===== src/rtl/stag_ldpc_dec.sv =====
module stag_ldpc_dec #(
  parameter int N_BITS = 12,
  parameter int N_CHK  = 6,
  parameter int LLR_W  = 6,
  parameter int SUM_W  = 8,
  parameter int ITW    = 4
) (
  input  logic                             clk,
  input  logic                             rst_n,
  input  logic                             ld_en,
  input  logic [$clog2(N_BITS)-1:0]        ld_idx,
  input  logic [LLR_W-1:0]                 ld_llr,
  input  logic                             start,
  input  logic [ITW-1:0]                   iters,
  output logic [N_BITS-1:0]                hard,
  output logic                             done
);

  localparam int MAG_W = 3;
  localparam int CHK_W = (N_CHK > 1) ? $clog2(N_CHK) : 1;
  localparam int PS_W  = MAG_W + $clog2(N_BITS + 1);
  localparam logic [MAG_W-1:0] MAG_MAX = {MAG_W{1'b1}};
  localparam logic [SUM_W:0]   SMAX = (SUM_W+1)'((2**(SUM_W-1)) - 1);
  localparam logic [SUM_W:0]   SMIN = -SMAX;
  localparam logic [SUM_W-1:0] VMIN = {1'b1, {(SUM_W-1){1'b0}}};

  function automatic logic [MAG_W-1:0] phi_q(input logic [MAG_W-1:0] q);
    case (q)
      3'd0:    phi_q = 3'd7;
      3'd1:    phi_q = 3'd3;
      3'd2:    phi_q = 3'd2;
      3'd3:    phi_q = 3'd1;
      3'd4:    phi_q = 3'd1;
      default: phi_q = 3'd0;
    endcase
  endfunction

  typedef enum logic {S_IDLE, S_RUN} st_t;

  st_t                st;
  logic [SUM_W-1:0]   rv [N_BITS];
  logic [CHK_W-1:0]   chk;
  logic [ITW-1:0]     it_cnt, it_last;
  logic               done_q;

  logic [N_BITS-1:0]  act, sgn;
  logic [MAG_W-1:0]   ph  [N_BITS];
  logic [SUM_W-1:0]   nxt [N_BITS];
  logic               tot_s;
  logic [PS_W-1:0]    tot_p;

  wire last_chk  = (chk == CHK_W'(N_CHK - 1));
  wire last_step = (st == S_RUN) && last_chk && (it_cnt == it_last);

  for (genvar n = 0; n < N_BITS; n++) begin : g_bit
    localparam int CA = n % N_CHK;
    localparam int CB = (CA + 1 + n / N_CHK) % N_CHK;

    logic [SUM_W-1:0] ab;
    logic [MAG_W-1:0] mg, ex_c, m_mag;
    logic [PS_W-1:0]  ex_p;
    logic             m_s;
    logic [SUM_W:0]   mext, msgv, sum;

    assign act[n] = (chk == CHK_W'(CA)) || (chk == CHK_W'(CB));
    assign sgn[n] = rv[n][SUM_W-1];
    assign ab     = sgn[n] ? -rv[n] : rv[n];
    assign mg     = (ab > SUM_W'(MAG_MAX)) ? MAG_MAX : ab[MAG_W-1:0];
    assign ph[n]  = phi_q(mg);

    assign ex_p   = tot_p - PS_W'(ph[n]);
    assign ex_c   = (ex_p > PS_W'(MAG_MAX)) ? MAG_MAX : ex_p[MAG_W-1:0];
    assign m_mag  = phi_q(ex_c);
    assign m_s    = tot_s ^ sgn[n];
    assign mext   = (SUM_W+1)'(m_mag);
    assign msgv   = m_s ? -mext : mext;
    assign sum    = {rv[n][SUM_W-1], rv[n]} + msgv;
    assign nxt[n] = ($signed(sum) > $signed(SMAX)) ? SMAX[SUM_W-1:0] :
                    ($signed(sum) < $signed(SMIN)) ? SMIN[SUM_W-1:0] :
                    sum[SUM_W-1:0];

    assign hard[n] = rv[n][SUM_W-1];

    a_r4_untouched: assert property (@(posedge clk) disable iff (!rst_n)
      (st == S_RUN && !act[n]) |=> (rv[n] == $past(rv[n])));
    a_r5_no_wrap: assert property (@(posedge clk) disable iff (!rst_n)
      rv[n] != VMIN);
  end

  always_comb begin
    tot_s = 1'b0;
    tot_p = '0;
    for (int n = 0; n < N_BITS; n++) begin
      if (act[n]) begin
        tot_s = tot_s ^ sgn[n];
        tot_p = tot_p + PS_W'(ph[n]);
      end
    end
  end

  always_ff @(posedge clk or negedge rst_n) begin
    if (!rst_n) begin
      st      <= S_IDLE;
      chk     <= '0;
      it_cnt  <= '0;
      it_last <= '0;
      done_q  <= 1'b0;
      for (int n = 0; n < N_BITS; n++) rv[n] <= '0;
    end else begin
      done_q <= 1'b0;
      if (st == S_IDLE) begin
        if (ld_en && (int'(ld_idx) < N_BITS))
          rv[ld_idx] <= {{(SUM_W-LLR_W){ld_llr[LLR_W-1]}}, ld_llr};
        if (start) begin
          st      <= S_RUN;
          chk     <= '0;
          it_cnt  <= '0;
          it_last <= (iters == '0) ? '0 : iters - 1'b1;
        end
      end else begin
        for (int n = 0; n < N_BITS; n++)
          if (act[n]) rv[n] <= nxt[n];
        chk <= last_chk ? '0 : chk + 1'b1;
        if (last_chk) it_cnt <= it_cnt + 1'b1;
        if (last_step) begin
          st     <= S_IDLE;
          done_q <= 1'b1;
        end
      end
    end
  end

  assign done = done_q;

  a_r2_step_order: assert property (@(posedge clk) disable iff (!rst_n)
    (st == S_RUN && !last_step) |=>
      (st == S_RUN && chk == (($past(chk) == CHK_W'(N_CHK - 1)) ? '0 : $past(chk) + 1'b1)));
  a_r2_chk_range: assert property (@(posedge clk) disable iff (!rst_n)
    int'(chk) < N_CHK);
  a_r7_done_pulse: assert property (@(posedge clk) disable iff (!rst_n)
    done_q |=> !done_q);
  a_r8_done_after_run: assert property (@(posedge clk) disable iff (!rst_n)
    $rose(done_q) |-> ($past(st) == S_RUN && st == S_IDLE));

endmodule


===== config.mk =====
export PLATFORM = sky130hd
export DESIGN_NAME = stag_ldpc_dec
export DESIGN_NICKNAME = d
export VERILOG_FILES = /design/src/rtl/stag_ldpc_dec.sv
export SDC_FILE = /design/constraint.sdc
export NUM_CORES = 1
export LEC_CHECK = 0
export ABC_AREA = 1
export BUFFER_PORTS_ARGS = -buffer_cell sky130_fd_sc_hd__buf_4
export CAP_MARGIN = 40
export CORE_MARGIN = 10
export CORE_UTILIZATION = 56
export DETAILED_ROUTE_END_ITERATION = 8
export GPL_ROUTABILITY_DRIVEN = 0
export PLACE_DENSITY = 0.84
export SLEW_MARGIN = 20
export SYNTH_ARGS = -nofsm -noshare
export SYNTH_HDL_FRONTEND = slang
export SYNTH_SLANG_ARGS = --single-unit

===== constraint.sdc =====
create_clock -name clk -period 22.7 [get_ports clk]
set_input_delay 5.675 -clock clk [delete_from_list [all_inputs] [get_ports clk]]
set_output_delay 5.675 -clock clk [all_outputs]
set_load 0.02 [all_outputs]

After elaboration in Yosys (flattened, before gate mapping)
Cells that the tools add are included.
{"block": "word_totals", "output_inout_bits": 13, "reg_bits": 109, "wordCells": 501, "inputBits": 18}
{"block": "classes", "addsub": 62, "order_cmp": 51, "n_reduce_logical": 82, "eq_ne": 115, "bitwise": 25, "muxes": 149}
{"operator": "$mux 8", "count": 49}
{"operator": "$pmux 3 s4", "count": 24}
{"operator": "$mux 96", "count": 2}
{"operator": "$eq 3x2->1 const B", "count": 50}
{"operator": "$add 9x9->9", "count": 12}
{"operator": "$gt 9x8->1 const B", "count": 12}
{"operator": "$lt 9x8->1 const B", "count": 12}
{"operator": "$mux 9", "count": 12}
{"operator": "$neg 3->9", "count": 12}
{"operator": "$bwmux 96", "count": 1}
{"operator": "$gt 8x3->1 const B", "count": 12}
{"operator": "$neg 8->8", "count": 12}
{"operator": "$gt 7x3->1 const B", "count": 12}
{"operator": "$mux 3", "count": 28}
{"operator": "$sub 7x3->7", "count": 12}
{"operator": "$eq 3x3->1 const B", "count": 26}
{"operator": "$add 7x3->7", "count": 11}
{"operator": "$mux 7", "count": 11}
{"operator": "$eq 3x1->1 const B", "count": 25}
{"operator": "$logic_not 3->1", "count": 25}
{"operator": "$reduce_or 2->1", "count": 24}
{"operator": "$demux 8 s4", "count": 1}
{"operator": "$reduce_and 2->1", "count": 14}
{"operator": "$ne 2x1->1 const B", "count": 13}
{"operator": "other kinds (16)", "count": 72}

Logic depth before layout (Yosys ltp)
{"block": "logic_depth", "ltp_word": 44, "ltp_mapped": 83, "depth_no_buf": 82}

Worst setup path after synthesis
OpenSTA, ideal clock, no wires.
{"block": "synth_path", "path_kind": "reg2reg", "start": "register rv[89] (netlist bit)", "end": "register rv[86] (netlist bit)", "slack_ps": 6911, "t_arrival_ps": 15702, "period_less_slack_ps": 15789, "setup_ps": 87, "path_stages_with_launch": 69, "path_buffers": 0, "required_ps": 22613, "cell_sequence": "dfrtp_1 -> inv_1 -> ha_1 -> nor2_1 -> xor2_1 -> nor2_1 -> o22ai_1 -> nor2_1 -> ha_1 -> fa_1 -> inv_1 -> o22ai_1 -> inv_1 -> fa_1 -> o21ai_0 -> inv_1 -> fa_1 -> inv_1 -> (+33 left out) -> nor3_1 -> o21bai_1 -> nand2_1 -> xnor2_1 -> inv_1 -> fa_1 -> o21ai_0 -> a21oi_1 -> o21bai_1 -> nand2_1 -> nand2_1 -> a21oi_1 -> xor2_1 -> a21oi_1 -> or2_2 -> inv_1 -> o21ai_0 -> a22oi_1"}
{"block": "synth_via", "elab_chain_cells": 44, "elab_cells_between_ends": 53, "cone_classes": "add/sub (15); order compare (4); eq/ne (8); mux (22); reduce/logical (4)"}
{"element": "start: declaration", "line_no": "41", "rtl": "logic [SUM_W-1:0] rv [N_BITS];"}
{"element": "start signal: indexed assignment", "line_no": "113", "rtl": "rv[ld_idx] <= {{(SUM_W-LLR_W){ld_llr[LLR_W-1]}}, ld_llr};"}
{"element": "start signal: indexed assignment", "line_no": "122", "rtl": "if (act[n]) rv[n] <= nxt[n];"}
{"element": "$neg 8->8", "line_no": "67", "rtl": "assign ab = sgn[n] ? -rv[n] : rv[n];"}
{"element": "$mux 8 *", "line_no": "67"}
{"element": "$gt 8x3->1", "line_no": "68", "rtl": "assign mg = (ab > SUM_W'(MAG_MAX)) ? MAG_MAX : ab[MAG_W-1:0];"}
{"element": "$mux 3 *", "line_no": "68"}
{"element": "$eq 3x3->1 / $eq 3x2->1 (equally long branches)", "line_no": "28", "rtl": "case (q)"}
{"element": "$reduce_or 2->1 (no line)"}
{"element": "$pmux 3 s4 *", "line_no": "28"}
{"element": "$mux 3 *", "line_no": "94", "rtl": "if (act[n]) begin"}
{"element": "(+28 left out)"}
{"element": "$neg 3->9", "line_no": "76", "rtl": "assign msgv = m_s ? -mext : mext;"}
{"element": "$mux 9 *", "line_no": "76"}
{"element": "$add 9x9->9 *", "line_no": "77", "rtl": "assign sum = {rv[n][SUM_W-1], rv[n]} + msgv;"}
{"element": "$lt 9x8->1", "line_no": "79", "rtl": "($signed(sum) < $signed(SMIN)) ? SMIN[SUM_W-1:0] :"}
{"element": "$mux 8", "line_no": "79"}
{"element": "$mux 8 *", "line_no": "78", "rtl": "assign nxt[n] = ($signed(sum) > $signed(SMAX)) ? SMAX[SUM_W-1:0] :"}
{"element": "$mux 8 *", "line_no": "122"}
{"element": "$mux 96 *", "line_no": "111", "rtl": "if (st == S_IDLE) begin"}
Every way passes the cells marked *; elsewhere a longest branch is shown, timed or not. The select of a mux whose other input is x is not followed.
A chain may end at the register's enable or synchronous reset.

Worst setup path in the final report
{"block": "layout_path", "start": "register rv, in the netlist hard[0]", "end": "register rv[81] (netlist bit)"}
{"block": "layout_via", "elab_chain_cells": 44, "elab_cells_between_ends": 77, "cone_classes": "add/sub (15); order compare (4); eq/ne (8); mux (34); bitwise (12); reduce/logical (4)"}
{"element": "$neg 8->8", "line_no": "67"}
{"element": "$mux 8", "line_no": "67"}
{"element": "$gt 8x3->1", "line_no": "68"}
{"element": "$mux 3", "line_no": "68"}
{"element": "$eq 3x3->1 / $eq 3x2->1 (equally long branches)", "line_no": "28"}
{"element": "$reduce_or 2->1 (no line)"}
{"element": "$pmux 3 s4", "line_no": "28"}
{"element": "$mux 3", "line_no": "94"}
{"element": "(+28 left out)"}
{"element": "$neg 3->9", "line_no": "76"}
{"element": "$mux 9 *", "line_no": "76"}
{"element": "$add 9x9->9 *", "line_no": "77"}
{"element": "$lt 9x8->1", "line_no": "79"}
{"element": "$mux 8", "line_no": "79"}
{"element": "$mux 8 *", "line_no": "78"}
{"element": "$mux 8 *", "line_no": "122"}
{"element": "$mux 96 *", "line_no": "111"}
Marked as above.

==> impl_metrics.py <==
metrics = {
    "floorplan": {
        "die_area_mm2": 0.0360,
        "dieWidth_um": 190,
        "ios": 31,
        "start_util_pct": 56.6,
        "row_count": 62,
        "die_h_um": 190,
        "core_mm2": 0.0285,
    },
    "critical_path": {
        "path_common_cell": "inv_1",
        "crit_path_end_kind": "flop",
        "cp-startpoint": "hard[0]",
        "cp-start-kind": "flop",
        "timing.rr.start": "hard[0]",
        "setup.worst_path.end": "rv[81]",
        "cpMaxStageDelayCell": "dfrtp_1",
        "worstPathRequired_ps": 22990,
        "rr_endpoint": "rv[81]",
        "rrSetupSlack_ps": 6660,
        "critical_path_class": "flop to flop",
        "max_stage_delay_ps": 590,
        "r2r_cells": 68,
        "crit_path_max_fanout": 14,
        "crit_arrival_ps": 16330,
    },
    "sta": {
        "skew_ps": 15.7,
        "hold_violations": 0,
        "fmax_mhz": 62.4,
        "rsz0062_at_grt": "no",
        "fin_crit_sh_pct": 70.7,
        "maxSlewHeadroom_pct": 43.3,
        "finalCriticalPeriod_ps": 16040,
        "setup_viol": 0,
        "tns_ps": 0,
        "whs_ps": 502,
        "worst_pin_slew_ps": 849,
        "slew_violations": 0,
    },
    "synth": {
        "synth_most_common_cell": "nand2_1",
        "synth_top_area_share_pct": 16.9,
        "seq_area_frac_synth_pct": 16.9,
        "synth.avg_cell_area_um2": 6.54,
        "syn_area_mm2": 0.0162,
        "yosys_warnings": 0,
        "synth_top_cells_by_count": "nand2_1 (440), inv_1 (425), nor2_1 (302)",
        "synth_top_cells_by_area": "dfrtp_1 (17%), ha_1 (15%), nand2_1 (10%)",
        "yosysTopAreaCell": "dfrtp_1",
        "synth-seq-cells": 109,
        "synth_edf_count": 0,
        "synth.distinct_cells": 55,
        "synth-async-reset-ratio_pct": 100,
        "synth_top_flop_cell": "dfrtp_1",
        "synth_nets": 2713,
        "syn_inst": 2471,
    },
    "outcome": {
        "status": "finished, final reports clean",
    },
    "grt": {
        "gr-usage-all-layers_pct": 25.2,
        "antenna_found_initial": 1,
        "grt_max_degree": 48,
        "grt_pass1_wl_mm": 76.0,
        "grt_overflow": 0,
        "first_global_vias": 16200,
    },
    "clock_network": {
        "cts_buffer_depth": 2,
        "cts_tree": "done",
        "cts_made_buffers": 9,
        "cts-resized-gates": 0,
        "hold_buffers": 0,
        "clkLatencyLatePin_ps": 380,
        "cts_max_level": 3,
        "cts_sinks": 109,
        "root_buffer": "clkbuf_16",
        "cts_setup_buffers": 0,
        "path_clk_slew_ps": 90,
    },
    "final_layout": {
        "n_antenna_cell": 0,
        "fin_cells": 2870,
        "final_nets": 2724,
        "multiInputGateArea_mm2": 0.0116,
        "regArea_mm2": 0.00273,
        "layout-drive-gt1-share_pct": 5.03,
        "syn_to_final_growth_pct": 5.55,
        "fillers": 2644,
    },
    "hold_path": {
        "hp-class": "flop to flop",
    },
    "drt": {
        "route.met3.wl_mm": 3.54,
        "drt-met1-wl_mm": 18.5,
        "wl_met2_mm": 21.4,
        "dr.pass1.iters": 8,
        "postRouteAntennaNets": 0,
        "drt_iter0_drc": 1609,
        "drc_errors": 0,
        "via_count": 16600,
        "drt_wl_total_mm": 45.9,
        "vias_per_cell": 5.77,
        "top_layer": "met4",
        "wl_per_cell_um": 16.0,
    },
    "placement": {
        "dp_hpwl_mm": 36.0,
        "port_buffers": 30,
        "post-place-cells": 2853,
    },
    "run": {
        "drv_cap": 0,
    },
}
layer usage:
layer / vias to the layer above / GRT usage [%]
li1: 8134 / -
met1: 7610 / 30.7
met2: 660 / 42.5
met3: 157 / 3.37
met4: 0 / 13.4
met5: - / 0
flip-flops by register name (all words and copies together) (netlist names):
name     flops
hard        12
rv          84
st           1
it_last      4
chk          3
done         1
it_cnt       4
logic make-up after synthesis:
family / Yosys count / share of synthesized area [%]
buffers and inverters: 478 / 11.4
adders and majority gates: 224 / 19.0
AOI/OAI and AO/OA: 583 / 20.7
DFF: 109 / 16.9
xor gates and xnor gates: 141 / 7.65
and+or+nand+nor: 936 / 24.3
layout by cell type, fill, tap and decap left out, types with 3 or more instances in the layout:
| master | n |
|---|---|
| o21ai_0 | 195 |
| o22a_1 | 3 |
| buf_4 | 41 |
| nor2_1 | 302 |
| o21bai_1 | 22 |
| nand3b_1 | 8 |
| a211oi_1 | 18 |
| o21a_1 | 3 |
| or4_1 | 4 |
| nand4_1 | 11 |
| o2111ai_1 | 3 |
| xor2_1 | 94 |
| xnor2_1 | 47 |
| o21ai_1 | 9 |
| ha_1 | 189 |
| dfrtp_1 | 108 |
| a22oi_1 | 49 |
| o41ai_1 | 9 |
| nor4_1 | 3 |
| nor2_2 | 5 |
| nand3_2 | 6 |
| o211ai_1 | 4 |
| or2_2 | 15 |
| clkbuf_16 | 9 |
| o22ai_1 | 18 |
| a31oi_1 | 11 |
| a2bb2oi_1 | 4 |
| o31ai_1 | 5 |
| nor2_4 | 3 |
| fa_1 | 35 |
| a32oi_1 | 4 |
| nand3_1 | 87 |
| nand2_2 | 17 |
| nand2_1 | 440 |
| inv_1 | 425 |
| inv_2 | 8 |
| a21oi_2 | 4 |
| a21oi_1 | 213 |
| nor3_1 | 27 |
how the worst min path moves through the flow:
stage | from | endpoint | cells past startpoint
after CTS | it_last[3] | it_last[3] | 2
after detailed placement | it_last[3] | it_last[3] | 2
after global routing | it_last[3] | it_last[3] | 2
after floorplan | it_last[3] | it_last[3] | 2
final | it_last[3] | it_last[3] | 2
after global placement | it_last[3] | it_last[3] | 2
metrics by stage:
stage | util, % | setup WS, ps | instance area [um2]
6_report | 59.7 | 6660 | 17000
5_1_grt | 59.7 | 5170 | 17000
4_1_cts | 59.6 | 6750 | 17000
3_5_place_dp | 58.7 | 6780 | 16800
3_3_place_gp | 58.6 | 7360 | 16700
2_1_floorplan | - | 6910 | 16200
cell type report:
cell class	instances	share of cell area [%]
multi-input cells	1884	67.9
flip-flops and latches	109	16.0
inverters	434	9.56
well taps	384	2.82
repair buffers	44	2.10
clock buffers	9	1.32
clock inverters	6	0.279
worst max-delay path, delay by kind of cell (launching register included):
kind | cells | cell delay (ps)
DFF | 1 | 590
buffers and inverters | 19 | 1960
adders and majority gates | 14 | 6840
AOI/OAI and AO/OA | 22 | 4490
xor gates and xnor gates | 3 | 600
and+or+nand+nor | 10 | 1450
Power is left out: the tool's default activity adds up to more than one toggle a clock period on the data nets, which glitch-free logic cannot reach.
